### src/rtl/dm_wt_cache.sv
module dm_wt_cache #(
  parameter int NUM_SETS   = 4,
  parameter int LINE_WORDS = 4,
  parameter int AW         = 32,
  parameter int DW         = 32,
  parameter int SW         = 8,
  localparam int IW = $clog2(NUM_SETS),
  localparam int WW = $clog2(LINE_WORDS),
  localparam int OW = WW + 2,
  localparam int TW = AW - IW - OW
) (
  input  logic          clk,
  input  logic          rst_n,
  input  logic          req_valid,
  input  logic [AW-1:0] req_addr,
  input  logic          req_write,
  input  logic [DW-1:0] req_wdata,
  output logic          rsp_hit,
  output logic          rsp_miss,
  output logic          rsp_error,
  output logic [DW-1:0] rsp_rdata,
  output logic [SW-1:0] rsp_stall,
  input  logic [SW-1:0] nl_latency,
  output logic          nl_rd_en,
  output logic          nl_wr_en,
  output logic [AW-1:0] nl_addr,
  output logic [DW-1:0] nl_wdata,
  input  logic [DW-1:0] nl_rdata,
  input  logic [1:0]    nl_status,
  input  logic [SW-1:0] nl_stall,
  output logic          fill_done,
  output logic [TW-1:0] fill_tag,
  output logic [IW-1:0] fill_index,
  input  logic [IW-1:0] dbg_set,
  output logic          dbg_valid,
  output logic [TW-1:0] dbg_tag
);

  localparam logic [1:0] ST_OK    = 2'b00;
  localparam logic [1:0] ST_STALL = 2'b01;

  logic [NUM_SETS-1:0] valid_q;
  logic [TW-1:0]       tag_q  [NUM_SETS];
  logic [DW-1:0]       data_q [NUM_SETS][LINE_WORDS];
  logic [DW-1:0]       buf_q  [LINE_WORDS];

  logic          busy_q, err_q;
  logic [IW-1:0] f_idx_q;
  logic [TW-1:0] f_tag_q;
  logic [SW-1:0] cnt_q;
  logic [WW-1:0] widx_q;

  wire [TW-1:0] r_tag  = req_addr[AW-1 -: TW];
  wire [IW-1:0] r_idx  = req_addr[OW +: IW];
  wire [WW-1:0] r_word = req_addr[2 +: WW];
  wire          unused_lo = ^req_addr[1:0];

  wire [SW-1:0] lat1 = (nl_latency == '0) ? SW'(1) : nl_latency;
  wire [SW-1:0] stl1 = (nl_stall == '0) ? SW'(1) : nl_stall;

  wire lookup    = req_valid && valid_q[r_idx] && (tag_q[r_idx] == r_tag);
  wire same_line = busy_q && (f_idx_q == r_idx) && (f_tag_q == r_tag);
  wire missed    = req_valid && !lookup;
  wire start     = missed && !busy_q;
  wire restart   = missed && err_q && !same_line;
  wire last_word = nl_rd_en && (nl_status == ST_OK) && (widx_q == WW'(LINE_WORDS - 1));

  assign rsp_hit   = lookup;
  assign rsp_error = missed && err_q && same_line;
  assign rsp_miss  = missed && !rsp_error;
  assign rsp_stall = !rsp_miss ? '0 : (start || restart) ? lat1 : cnt_q;
  assign rsp_rdata = lookup ? data_q[r_idx][r_word] : '0;

  assign nl_wr_en = lookup && req_write;
  assign nl_wdata = req_wdata;
  assign nl_rd_en = busy_q && !err_q && (cnt_q == SW'(1)) && !nl_wr_en;
  assign nl_addr  = nl_wr_en ? {req_addr[AW-1:2], 2'b00} : {f_tag_q, f_idx_q, widx_q, 2'b00};

  assign dbg_valid = valid_q[dbg_set];
  assign dbg_tag   = tag_q[dbg_set];

  always_ff @(posedge clk) begin
    if (!rst_n) begin
      valid_q    <= '0;
      busy_q     <= 1'b0;
      err_q      <= 1'b0;
      f_idx_q    <= '0;
      f_tag_q    <= '0;
      cnt_q      <= '0;
      widx_q     <= '0;
      fill_done  <= 1'b0;
      fill_tag   <= '0;
      fill_index <= '0;
    end else begin
      fill_done <= 1'b0;
      if (nl_wr_en) data_q[r_idx][r_word] <= req_wdata;
      if (start || restart) begin
        busy_q  <= 1'b1;
        err_q   <= 1'b0;
        f_idx_q <= r_idx;
        f_tag_q <= r_tag;
        cnt_q   <= lat1;
        widx_q  <= '0;
      end else if (busy_q && !err_q) begin
        if (cnt_q > SW'(1)) begin
          cnt_q <= cnt_q - 1'b1;
        end else if (nl_rd_en) begin
          if (nl_status == ST_OK) begin
            buf_q[widx_q] <= nl_rdata;
            widx_q        <= widx_q + 1'b1;
            if (last_word) begin
              valid_q[f_idx_q] <= 1'b1;
              tag_q[f_idx_q]   <= f_tag_q;
              for (int w = 0; w < LINE_WORDS; w++)
                data_q[f_idx_q][w] <= (WW'(w) == widx_q) ? nl_rdata : buf_q[w];
              busy_q     <= 1'b0;
              fill_done  <= 1'b1;
              fill_tag   <= f_tag_q;
              fill_index <= f_idx_q;
            end
          end else if (nl_status == ST_STALL) begin
            cnt_q <= stl1;
          end else begin
            err_q <= 1'b1;
          end
        end
      end
    end
  end

  a_r2_one_response: assert property (@(posedge clk) disable iff (!rst_n)
    $onehot0({rsp_hit, rsp_miss, rsp_error}));

  a_r4_stall_nonzero: assert property (@(posedge clk) disable iff (!rst_n)
    rsp_miss |-> rsp_stall != '0);

  a_r3_start_loads_count: assert property (@(posedge clk) disable iff (!rst_n)
    (rsp_miss && !busy_q) |=> busy_q && cnt_q == $past(rsp_stall));

  a_r6_stall_reload: assert property (@(posedge clk) disable iff (!rst_n)
    (nl_rd_en && nl_status == ST_STALL) |=>
      cnt_q == (($past(nl_stall) == '0) ? SW'(1) : $past(nl_stall)));

  a_r8_done_releases: assert property (@(posedge clk) disable iff (!rst_n)
    fill_done |-> !busy_q && $past(busy_q));

endmodule

### config.mk
export PLATFORM = sky130hd
export DESIGN_NAME = dm_wt_cache
export DESIGN_NICKNAME = d
export VERILOG_FILES = /design/src/rtl/dm_wt_cache.sv
export SDC_FILE = /design/constraint.sdc
export NUM_CORES = 1
export LEC_CHECK = 0
export ABC_AREA = 1
export BUFFER_PORTS_ARGS = -buffer_cell sky130_fd_sc_hd__buf_2
export CAP_MARGIN = 15
export CORE_MARGIN = 2
export CORE_UTILIZATION = 45
export CTS_BUF_LIST = sky130_fd_sc_hd__clkbuf_16
export DETAILED_ROUTE_END_ITERATION = 8
export PLACE_DENSITY_LB_ADDON = 0.2
export SKIP_LAST_GASP = 1
export SYNTH_ARGS = -nofsm -noshare
export SYNTH_HDL_FRONTEND = slang
export SYNTH_SLANG_ARGS = --single-unit
### constraint.sdc
create_clock -name clk -period 6.04 [get_ports clk]
set_input_delay 0.604 -clock clk [delete_from_list [all_inputs] [get_ports clk]]
set_output_delay 0.604 -clock clk [all_outputs]
set_load 0.005 [all_outputs]
==> impl.org, run 1 <==
** Route
- Number of vias per cell :: 5.79
- Dividing the detail-routed wire length by the instance count gives about 24 um.
- Once detail routing completed, the nets flagged for antenna violations numbered 0.
- Initial DRC count :: 2382
- Vias after detailed routing :: 26.2k
- Final routed wirelength across all metal layers :: 107000 um
- For this run, design rule violations remaining after detail routing come to 0.
- Before antenna repair, the detailed router went through 6 iterations.

** Timing
- The worst path in the final design needs a cycle of 4.74 ns, including I/O delays and setup.
- Adding up every negative setup slack in the final design gives 0 ns.
- Part of the cycle the worst path needs :: 0.785
- The final hold violation count was 0.
- Largest clock skew in the final design :: 0.0693 ns
- At the pin with the least slew margin, the transition time is 1.14 ns.
- Maximum operating frequency :: 211 MHz
- RSZ-0062 raised after global routing :: false
- Rel. slew slack :: 0.238
- Setup violations remaining at the end of the flow were counted as 0.
- Final Max Slew Viols :: 0
- Hold_ws :: 0.226 ns

** Placement
- Cell Area, Placed :: 0.0383 mm^2
- Placer congestion estimate :: 0.940
- Detailed placement ended at an HPWL of 65600 um.
- Number of port buffers :: 280

** Yosys
- Sequential cell area fraction in the yosys report :: 0.664
- Post-synthesis cell count :: 3196
- Share of Yosys cell area claimed by the top area cell type :: 0.623
- In this run, synthesis produced a sequential element count of 817.
- Sorting the synthesized cells by area gives the leading types as sky130_fd_sc_hd__edfxtp_1, sky130_fd_sc_hd__nand2_1, sky130_fd_sc_hd__a21oi_1.
- Count of flip-flops with a built-in enable after synthesis :: 744
- Yosys top cell by area :: sky130_fd_sc_hd__edfxtp_1
- The cell area that synthesis handed to floorplanning was roughly 0.036 mm^2.
- For this run, asynchronously set or reset flops after synthesis account for 0.
- The most used flip-flop cell after synthesis is sky130_fd_sc_hd__edfxtp_1.
- Yosys printed 0 warnings.
- In this run the mean area of a mapped cell was 11.2 um^2.
- In this run, distinct cell masters in the synthesized netlist total 46.

** Clock network
- Once the clock tree was built, the setup fixing pass inserted 0 buffers.
- CTS H-tree depth :: 3
- Clock-pin slew was measured on the worst setup and hold paths at around 0.060 ns.
- Clock tree synthesis selected as its root buffer the cell sky130_fd_sc_hd__clkbuf_16.
- Clock tree from TritonCTS :: done
- CTS saw 817 sinks.
- Post-CTS repair changed the size of 0 cells.
- TritonCTS created 88 clock buffers.
- After clock tree synthesis, the flow added hold-fix buffers numbering 0.
- In this run the deepest clock path goes through 3 buffers.
- Clk_lat worst skew :: 0.66 ns

** Global route
- In the global route stage, overall resource usage came out at 0.255.
- Global routing finished with a remaining overflow of 0.
- Number of antenna violations at the first check in global routing :: 9
- Number of global-route vias before repair :: 24.3k
- First-pass GRT wire length :: 156000 um
- Largest net degree at the start of global routing :: between 100 and 150

** Die
- The region available for standard cell placement spans ~0.079 mm^2.
- The floorplan step set the die height to 286 um.
- The initial utilization of the core area, before any placement, comes to 0.454.
- between 200 and 300 I/O pins were placed.
- In this run the core area contains 103 standard-cell rows.
- Chip Width :: 286 um
- DIE AREA :: roughly 0.082 mm^2

** Power
- IR Drop Worst-Case VDD :: 243 uV
- Of the total power, the share spent switching nets is 0.247.
- Combinational power share :: 0.101
- The internal power of the cells totals 0.00965 W.
- Seq pwr share :: 0.490
- Net switching power of the design :: 0.00317 W
- For this design the ratio of total power to cell area is 312 mW/mm^2.
- Summed over all cells, the static leakage comes to 15.1 nW.
- Clock power frac :: 0.409

** Job
- Max-cap violations in this run came to 0.

** Final layout
- Synthesis-to-layout area growth :: 14.8%
- For this run, the share of the core covered by cells in the final layout is 0.522.
- Final Instance Area :: 0.0411 mm^2
- Number of nets in the layout :: 3530
- Share of layout cells above drive strength 1 :: 0.150

** Worst hold path
- The startpoint identified for the worst hold timing path is nl_rdata[22].
- End of the worst hold path :: buf_q[1][22]
- Type of the tightest min-delay check :: input port to flip-flop
- Cells on Worst Hold Path :: 1

** Critical path
- Worst setup SP type :: input port
- Worst reg2reg setup slack :: 2.21 ns
- Setup Crit Path Kind :: input port to output port
- Register-to-Register Path Depth :: 15
- Highest fanout seen on the critical path :: 132
- For the worst setup path, the data arrival time is between 4 and 5 ns.
- Reg-to-Reg End :: data_q[2][74]
- Data on the critical path is required at its endpoint by 5.44 ns.
- STA classifies the critical path endpoint as an output port.
- In this run the critical register-to-register path is launched from f_idx_q[0].

** Run status
- The run finished with clean final reports.
[stage by stage]
stage	std cells	worst slack, ns	power [W]
after floorplan	3197	1.98	0.00724
after global placement	4364	1.19	0.00767
after detailed placement	4364	1.16	0.00767
after CTS	4526	1.33	0.0129
after global routing	4526	0.959	0.0133
final	4527	1.30	0.0128
[cells by family (layout without fill, tap and decap cells)]
kind of cell,Yosys count,after routing,synth area share
multiplexers,128,128,0.0357
flip-flops,817,817,0.664
adder cells (fa/ha/maj),6,6,0.00209
AO/OA/AOI/OAI,768,768,0.124
buffers and inverters,344,623,0.0427
AND/OR/NAND/NOR,1121,1121,0.129
XOR/XNOR,11,11,0.00269
other,1,3,0.000105
[synthesized netlist by cell type, drive strengths merged, types with 2 or more instances]
cell      n
a32o     14
xor2      6
mux2i   128
nand2   727
a31oi     2
buf      95
nor2    194
a211oi    2
clkbuf  136
o21ai   261
inv     109
a22oi    50
nor3     33
o221ai   14
xnor2     5
a21oi   292
o22ai    64
nand3b    6
nand3   119
nor4      5
a32oi    64
clkinv    4
o211ai    3
ha        6
nand4    35
dfxtp    73
edfxtp  744
or3       2
[power by group through the flow]
stage / logic [W] / clock network, W / registers (W)
3_5_place_dp: 0.00128 / 0 / 0.00639
5_1_grt: 0.00144 / 0.00555 / 0.00628
3_3_place_gp: 0.00128 / 0 / 0.00639
2_1_floorplan: 0.000874 / 0 / 0.00637
6_report: 0.00130 / 0.00525 / 0.00628
4_1_cts: 0.00129 / 0.00532 / 0.00627
[worst max-delay path, cell delays in order]
cell and delay, ns:
sky130_fd_sc_hd__buf_8 0.20, sky130_fd_sc_hd__inv_8 0.63, sky130_fd_sc_hd__nand2_1 0.10, sky130_fd_sc_hd__nand3_1 0.15
sky130_fd_sc_hd__nand2_1 0.06, sky130_fd_sc_hd__nand2_1 0.11, sky130_fd_sc_hd__nand2_1 0.08, sky130_fd_sc_hd__nor2_1 0.14
sky130_fd_sc_hd__nand4_1 0.11, sky130_fd_sc_hd__nor2_1 0.17, sky130_fd_sc_hd__nand2_2 0.33, sky130_fd_sc_hd__nand3_4 0.17
sky130_fd_sc_hd__buf_4 0.63, sky130_fd_sc_hd__nand2_1 0.11, sky130_fd_sc_hd__a21oi_1 0.21, sky130_fd_sc_hd__buf_2 0.15
[final cells by class]
class	count	area (um^2)
Antenna cell	1	2.50
Clock buffer	90	2250
Clock inverter	72	604
Fill cell	6886	37700
Inverter	113	439
Multi-Input combinational cell	2036	10700
Sequential cell	817	23800
Tap cell	1050	1310
Timing Repair Buffer	348	2020
[flip-flops by register name, summed over array words and instances (netlist names)]
signal / flops
data_q: 512
buf_q: 128
tag_q: 104
f_tag_q: 26
fill_tag: 26
cnt_q: 8
valid_q: 4
f_idx_q: 2
fill_index: 2
widx_q: 2
busy_q: 1
err_q: 1
fill_done: 1
[per-layer routing]
layer,track usage,up-vias,routed length [um]
li1,-,12000,-
met1,0.359,12900,46200
met2,0.409,1088,49400
met3,0.0423,195,8100
met4,0.0768,12,2860
met5,0,-,71
[layout by cell type, fill, tap and decap left out, types with 4 or more instances in the layout]
master,synthesis,final
sky130_fd_sc_hd__inv_1,107,124
sky130_fd_sc_hd__xnor2_1,5,5
sky130_fd_sc_hd__clkinv_2,0,23
sky130_fd_sc_hd__nand3b_1,6,6
sky130_fd_sc_hd__a32o_1,14,14
sky130_fd_sc_hd__a32oi_1,64,64
sky130_fd_sc_hd__mux2i_1,128,128
sky130_fd_sc_hd__o221ai_1,14,14
sky130_fd_sc_hd__nor3_4,0,4
sky130_fd_sc_hd__nand2_1,721,720
sky130_fd_sc_hd__clkinv_1,4,20
sky130_fd_sc_hd__nor3_1,29,29
sky130_fd_sc_hd__buf_4,42,61
sky130_fd_sc_hd__clkbuf_16,0,90
sky130_fd_sc_hd__nand4_1,34,34
sky130_fd_sc_hd__nor2_1,191,171
sky130_fd_sc_hd__bufinv_16,0,7
sky130_fd_sc_hd__nor2_4,2,22
sky130_fd_sc_hd__a21oi_1,292,292
sky130_fd_sc_hd__buf_12,0,8
sky130_fd_sc_hd__nand2_2,5,5
sky130_fd_sc_hd__o21ai_1,16,16
sky130_fd_sc_hd__nor4_1,5,5
sky130_fd_sc_hd__ha_2,0,4
sky130_fd_sc_hd__o21ai_0,245,245
sky130_fd_sc_hd__dfxtp_1,73,73
sky130_fd_sc_hd__nand3_1,115,115
sky130_fd_sc_hd__xor2_1,6,6
sky130_fd_sc_hd__o22ai_1,64,64
sky130_fd_sc_hd__edfxtp_1,744,744
sky130_fd_sc_hd__a22oi_1,50,50
sky130_fd_sc_hd__buf_2,20,278
[worst max path at each step]
stage                      startpoint            end  slack (ns)  cells after the start
after floorplan           req_addr[5]   data_q[0][0]        1.98                     17
after global placement    req_addr[4]  data_q[2][75]        1.19                     17
after detailed placement  req_addr[4]  data_q[2][75]        1.16                     17
after CTS                 req_addr[4]   rsp_stall[6]        1.33                     16
after global routing      req_addr[4]   rsp_stall[7]        0.96                     16
final                     req_addr[4]   rsp_stall[6]        1.30                     16
No activity file was read; power rests on OpenSTA's default activity.
==> inputs of run 2 (changes only) <==
Settings changed: ABC_AREA 1 to 0.
Clock period 6.04 ns to 3.8 ns, I/O delays scaled along.
==> run 2 against run 1 <==
Via count is 26% lower; combinational power hardly changed; clock skew is 0.045 ns lower; hold slack worse by 0.20 ns; power is 47% higher; die area is 4.4% lower; critical path depth is 6 lower; synthesized cell count is 38% lower; highest routed layer unchanged.
==> impl.org, run 2 <==
** Clock network
- Clock root buffer master :: sky130_fd_sc_hd__clkbuf_16
- Clock Sinks :: between 700 and 800
- CTS H-tree depth :: 3
- TritonCTS built the clock tree.
- Clk_lat worst skew :: 0.64 ns
- The longest clock path from root to sink contains 3 buffers.
- In this run, CTS created clock tree buffers numbering between 80 and 90.
- CTS clk-pin slew, worst paths :: 0.06 ns

** Critical path
- The worst setup path is launched from a flip-flop.
- STA classifies the critical path endpoint as an output port.
- Worst path buffer plus inverter count :: 4
- Of all nets on the critical path, the largest fanout is 13.
- Cell family with the largest share of critical-path delay :: simple AND/OR/NAND/NOR gates
- At the worst endpoint, the required time is 3.42 ns.
- Traced cell by cell, the critical path runs through mux2_2, a222oi_1, a22o_1, nand4_1, and4b_2, buf_12, buf_12, buf_4, and3_1, buf_2.
- Among the stages of the critical path, the cell type that occurs most often is sky130_fd_sc_hd__buf_12.
- Setup Crit Path Kind :: flip-flop to output port
- STA puts the critical path data arrival time at ~3.3 ns.
- Master of the slowest instance on the critical path :: sky130_fd_sc_hd__edfxtp_1
- Slowest Stage Delay on Critical Path :: about 0.4 ns

** Power
- Leakage power summed over all cells :: 14.4 nW
- The worst-case IR drop observed on VDD is 291 uV.
- Dividing total power by cell area gives a power density of roughly 460 mW/mm^2.

** Global route
- Largest net degree at the start of global routing :: 104
- The initial antenna violation count is 8.
- The via count of the first global-routing pass is 19.5k.
- For this run the aggregate overflow at the end of global routing stands at 0.
- For this run, the total global-route usage over all layers was measured as 0.225.
- First-pass GRT wire length :: 128000 um

** Die
- The total area inside the core boundary comes to 0.0757 mm^2.
- In this run the horizontal extent of the chip is 280 um.
- Number of top-level pins :: 285
- The initial utilization of the core area, before any placement, comes to 0.452.
- DIE AREA :: 0.0783 mm^2
- Std cell rows :: 101
- Die Y-Extent :: 280 um

** Timing
- Hold Fails Final Rpt :: 0
- In the finished design, the share of the clock period the worst path needs comes to 0.971.
- The clock arrives with 0.0240 ns of skew.
- Rel. slew slack :: 0.224
- The max-slew violation count is 0.
- Adding up every negative setup slack in the final design gives 0 ns.
- Final setup violation count :: 0
- Slew at the pin with the worst max-slew slack :: 1.16 ns
- Subtracting the final worst setup slack from the clock period gives 3.69 ns.
- RSZ-0062 raised after global routing :: true
- Maximum operating frequency :: 271 MHz

** Route
- # DRC :: 0
- Final routed wirelength across all metal layers :: 88300 um
- The detail route stage leaves a number of antenna-violating nets equal to 0.
- Vias after detailed routing :: 19.3k
- In this run, the number of DRC markers left after iteration 0 of detailed routing was 1548.
- Wire length per cell :: roughly 26 um
- The first detailed-routing pass took 6 iterations.
- Number of vias per cell :: 5.76

** Final layout
- The register with the most flip-flops in the layout has 512 of them.
- For this run, the post-layout net count is roughly 2.4k.
- Share of layout cells above drive strength 1 :: 0.345
- The library cells used most frequently in the layout, excluding fill and tap cells, are sky130_fd_sc_hd__edfxtp_1, sky130_fd_sc_hd__buf_2, sky130_fd_sc_hd__mux4_2.
- Leaving out fill and tap cells, the most frequent cell in the layout is sky130_fd_sc_hd__edfxtp_1.
- The finished layout holds 3350 standard cells, fillers aside.
- More flip-flops sit in one register than any other, and that register is data_q.
- From synthesis to final layout, the design area changed by 18.7%.
- Biggest registers after layout :: data_q x512, tag_q x104, buf_q x96

** Yosys
- Flip-flop cell with the highest count after synthesis :: sky130_fd_sc_hd__edfxtp_1
- Dividing the synthesized area by the synthesized cell count gives ~17 um^2.
- Counting flops with a built-in enable in the synthesized netlist gives 712.
- During synthesis, Yosys emitted a total of 0 warnings.
- Sequential cell area fraction in the yosys report :: 0.667
- Top post-synthesis cells by area :: sky130_fd_sc_hd__edfxtp_1, sky130_fd_sc_hd__mux4_2, sky130_fd_sc_hd__mux2i_1
- In this run the cell area of the synthesized design comes to 0.0343 mm^2.
- Yosys top cell by area :: sky130_fd_sc_hd__edfxtp_1
- Share of flip-flops with an asynchronous set or reset :: 0
- Post-synthesis sequential element count :: 785
- Synthesis produced a netlist whose cell count is 1966.
- Of the post-synthesis cell area, the dominant cell type holds 0.624.
- Ranked by instance count, the synthesized netlist is headed by sky130_fd_sc_hd__edfxtp_1, sky130_fd_sc_hd__mux4_2, sky130_fd_sc_hd__mux2i_1, sky130_fd_sc_hd__nand2_1, sky130_fd_sc_hd__a21oi_1.
- Post-synth cell types :: 64
- By instance count, the leading cell after synthesis is sky130_fd_sc_hd__edfxtp_1.

** Worst hold path
- Type of the tightest min-delay check :: input port to flip-flop

** Placement
- Detailed placement finished with a half-perimeter wire length of 54500 um.
- Placer congestion estimate :: 0.819
- In this run the tool buffered the top-level ports with 280 buffer cells.
- In this run, placement finished with an instance count of 3171.

** Run status
- Result of the run :: finished, final reports clean

** Job
- Across the run, the number of max-cap violations was 0.
-- run 2: changes by cell type after synthesis, sizes merged, moves of 64 or more --
cell    delta
nand2    -613
o21ai    -247
mux4     +199
a21oi    -189
nor2     -140
nand3    -114
inv       -91
clkbuf    -69
nor2b     +66
a32oi     -64
-- run 2: kinds of logic (layout without fill, tap and decap cells) --
logic type,count (synthesis),after routing,share of synthesized area
adders and majority gates,6,6,0.00219
buffers and inverters,178,581,0.0294
DFF,785,785,0.667
xor gates and xnor gates,61,61,0.0156
muxes,432,432,0.204
and+or+nand+nor,335,335,0.0513
AOI/OAI and AO/OA,168,168,0.0304
other,1,4,0.000109
-- run 2: cell type report --
cell class	instances	area (um^2)
antenna	2	5.00
clock buffer	83	2080
clock inverter	66	648
fill	5996	35000
inverter	18	67.6
multi-input combinational	1004	10800
sequential	785	22800
tap	978	1220
timing repair buffer	414	3020
-- run 2: final timing paths --
kind,start,end,slack [ns],cells past startpoint
hold reg to reg,fill_tag[25],fill_tag[25],0.51,2
setup reg to reg,tag_q[3][12],data_q[2][104],0.20,11
setup / recovery,tag_q[2][17],rsp_rdata[31],0.11,10
hold / removal,nl_rdata[25],buf_q[1][25],0.03,1
-- run 2: power breakdown --
part / total (W) / switching [W] / internal, W
Combinational: 0.00128 / 0.000679 / 0.000600
Clock: 0.00805 / 0.00337 / 0.00468
Sequential: 0.00950 / 0.0000600 / 0.00944
Total: 0.0188 / 0.00411 / 0.0147
-- run 2: stage by stage --
| stage | total power (W) | util | cell area [um^2] | setup WS [ns] | hold slack [ns] |
|---|---|---|---|---|---|
| floorplan | 0.0105 | - | 34400 | -0.653 | 0.457 |
| global placement | 0.0109 | 0.495 | 37500 | -0.0694 | 0.491 |
| detailed placement | 0.0109 | 0.495 | 37500 | -0.0884 | 0.497 |
| CTS | 0.0190 | 0.535 | 40500 | -0.0113 | 0.00282 |
| global route | 0.0194 | 0.537 | 40700 | -0.0107 | 0.0176 |
| finish | 0.0188 | 0.537 | 40700 | 0.111 | 0.0277 |
-- run 2: repair_timing --
item                                    CTS  global route
pin swaps                                 1             5
setup buffers                             1             4
hold buffers                             22             0
endpoints found under the hold margin    66             0
endpoints found under the setup margin   73            46
resized for setup                        10            21
cloned                                    0             1
-- run 2: layer usage --
layer  wire (um)  GRT usage  vias to the layer above
li1            -          -                     8438
met1       36800      0.299                    10100
met2       44700      0.384                      611
met3        4710     0.0371                      140
met4        2000     0.0618                       12
met5          75          0                        -
==> inputs of run 3 (changes only) <==
Settings changed: REMOVE_ABC_BUFFERS set to 1.
==> run 3 against run 2 <==
The run now ends with setup timing left; hold slack improved by 0.0056 ns; via count rose by 0.27%; clock skew rose by 0.026 ns; fmax fell by 3.4%; combinational power rose by 3%; sequential cell count did not move; power fell by 0.16%; die area did not move; clock power fell by 1%; sequential share of layout area fell by 0.73 points; critical path type unchanged; largest power group unchanged.
==> impl.org, run 3 (synthesis results as in run 2) <==
** Final layout
- Biggest registers after layout :: data_q x512, tag_q x104, buf_q x96
- Finished Layout Cells :: 3370
- From synthesis to final layout, the design area changed by 20.3%.
- Of the cells placed in the final design, the portion with a size suffix greater than 1 is 0.362.
- The register with the most flip-flops in the layout has 512 of them.
- Fill cells in the final layout number 5940.
- Top library cells by usage in the layout, fill and taps aside :: sky130_fd_sc_hd__edfxtp_1, sky130_fd_sc_hd__buf_2, sky130_fd_sc_hd__mux4_2
- Leaving out fill and tap cells, the most frequent cell in the layout is sky130_fd_sc_hd__edfxtp_1.
- Register with the highest flop count :: data_q
- Number of nets in the layout :: about 2.4k
- Final Instance Area :: 0.0412 mm^2

** Clock network
- Clock root buffer master :: sky130_fd_sc_hd__clkbuf_16
- CTS Buffer Depth :: 3
- TritonCTS built the clock tree.
- The later pin in the worst-skew pair is clocked with a latency of 0.64 ns.
- CTS clk-pin slew, worst paths :: 0.06 ns
- Counting every sink on the clock net gives a little under 800.
- The H-tree was split into 3 levels.
- Buffers inserted during clock tree synthesis total 85.

** Worst hold path
- Type of the tightest min-delay check :: input port to flip-flop

** Power
- Pwr Total :: 0.0188 W
- Clock power frac :: 0.424
- Power spread over the standard cell area amounts to 456 mW/mm^2.
- Cell internal power dissipation :: 0.0147 W
- Of the total power, registers draw 0.506.
- The analysis attributes to cell leakage a power of 14.5 nW.
- Of the total power, the share spent switching nets is 0.220.
- VDD sags by at most 433 uV.
- Of the total power, combinational logic draws 0.070.
- The analysis attributes to net switching a power of 0.00414 W.

** Timing
- Based on the critical path, the design can be clocked at up to 262 MHz.
- For the pin with the worst max-slew slack, the measured transition is 1.07 ns.
- Final setup violation count :: 1
- Largest clock skew in the final design :: about 0.050 ns
- Final Max Slew Viols :: 0
- Rel. slew slack :: 0.286
- Final total negative setup slack :: -0.0182 ns
- After layout, the worst setup slack is -0.0182 ns.
- Hold Fails Final Rpt :: 0
- Part of the cycle the worst path needs :: 1.00
- After layout, the minimum clock period comes to 3.82 ns.
- Setup repair after global routing could not meet its margin everywhere.

** Die
- After floorplanning, the core was sized to cover 0.0757 mm^2.
- Initial core utilization :: 0.452
- The die covers 0.0783 mm^2.
- In this run the vertical extent of the chip is 280 um.
- Number of top-level pins :: 285
- From left edge to right edge, the die measures 280 um.
- After floorplanning, the core was divided into roughly 100 placement rows.

** Critical path
- Highest fanout seen on the critical path :: 8
- The critical path goes through mux4_2, xnor2_2, nand4_1, nor2_2, buf_6, nor4b_4, buf_4, nand3_4, clkbuf_16, o21ai_2, buf_2.
- The worst setup path is launched from a flip-flop.
- STA classifies the critical path endpoint as an output port.
- For this design, the slowest cell found on the critical path is sky130_fd_sc_hd__mux4_2.
- For the worst setup path, the data required time is around 3.4 ns.
- Endpoint arrival time on the critical path :: 3.44 ns
- Setup Crit Path Kind :: flip-flop to output port
- On the worst path, the slowest cell contributes a delay of about 0.5 ns.

** Route
- Wire length per cell :: approximately 26 um
- Initial DRC count :: about 1.5k
- Final routed wirelength across all metal layers :: slightly below 90000 um
- First-pass detailed-route iteration total :: 7
- In the routed design, unresolved DRC markers number 0.
- Number of vias per cell :: 5.74
- The final route contains 19.3k vias.
- Number of antenna-violating nets in the routed design :: 0

** Run status
- The flow ran to the end, but the final reports show violations.
- The checks that failed: setup timing.

** Placement
- In this run, placement finished with an instance count of 3173.
- Number of port buffers :: 280
- Once placement finished, the instance area stood at 0.0377 mm^2.
- Routability-driven placement finished with a final weighted congestion of 0.848.
- Summed over all nets, the half-perimeter wirelength after detailed placement is 55100 um.

** Global route
- Global Route Usage Sum :: 0.227
- Number of global-route vias before repair :: between 15k and 20k
- The first global-routing pass estimated 129000 um of wire.
- The initial antenna violation count is 4.
- Entering global routing, the biggest net connects 76 pins.
- Gr ovfl total :: 0

** Job
- Number of maximum-capacitance constraint violations :: 0
run 3: worst max-delay path: cells and delay by family (launching register included):
kind | cells | cell delay [ns]
simple gates | 4 | 0.90
buf+inv | 4 | 0.71
mux | 1 | 0.51
xor+xnor | 1 | 0.15
compound gates | 1 | 0.14
flops | 1 | 0.38
run 3: layer usage:
layer,wire length (um),part of all wire,GRT usage
met1,36200,0.41,0.300
met2,45600,0.51,0.392
met3,5400,0.060,0.0357
met4,1990,0.022,0.0562
met5,27,0.00030,0
run 3: layout make-up:
cell class                      count  area, um^2  area share
Clock inverter                     67         502      0.0122
Clock buffer                       88        2200      0.0535
Sequential cell                   785       22800       0.554
Timing Repair Buffer              426        3330      0.0809
Antenna cell                        3        7.51    0.000182
Multi-Input combinational cell   1005       11000       0.267
Tap cell                          978        1220      0.0297
Inverter                           18        67.6     0.00164
run 3: power groups by stage:
stage	clock network, W	logic [W]	registers [W]
detailed placement	0	0.00126	0.00968
global placement	0	0.00124	0.00968
finish	0.00797	0.00132	0.00951
floorplan	0	0.000678	0.00967
global route	0.00843	0.00143	0.00951
CTS	0.00811	0.00131	0.00950
run 3: path summary, 6_finish.rpt:
path	from	endpoint	slack (ns)	cells after the start
worst min-delay path	nl_rdata[9]	buf_q[1][9]	0.03	1
worst max register to register	tag_q[3][12]	data_q[1][120]	0.25	11
worst min register to register	fill_tag[11]	fill_tag[11]	0.51	2
worst max-delay path	tag_q[3][12]	nl_addr[23]	-0.02	11
run 3: repair_timing:
action,CTS,global route
endpoints found under the setup margin,64,64
hold buffers,22,0
buffers inserted,7,4
resized for setup,21,75
pin swaps,3,20
hold endpoints to repair,64,0
cloned,2,4
run 3: metrics by stage:
step / hold WS [ns] / setup WS [ns] / util
2_1_floorplan: 0.457 / -2.66 / -
3_3_place_gp: 0.489 / 0.00578 / 0.498
3_5_place_dp: 0.504 / -0.0121 / 0.498
4_1_cts: 0.00738 / -0.0541 / 0.539
5_1_grt: 0.0299 / -0.140 / 0.544
6_report: 0.0334 / -0.0182 / 0.544
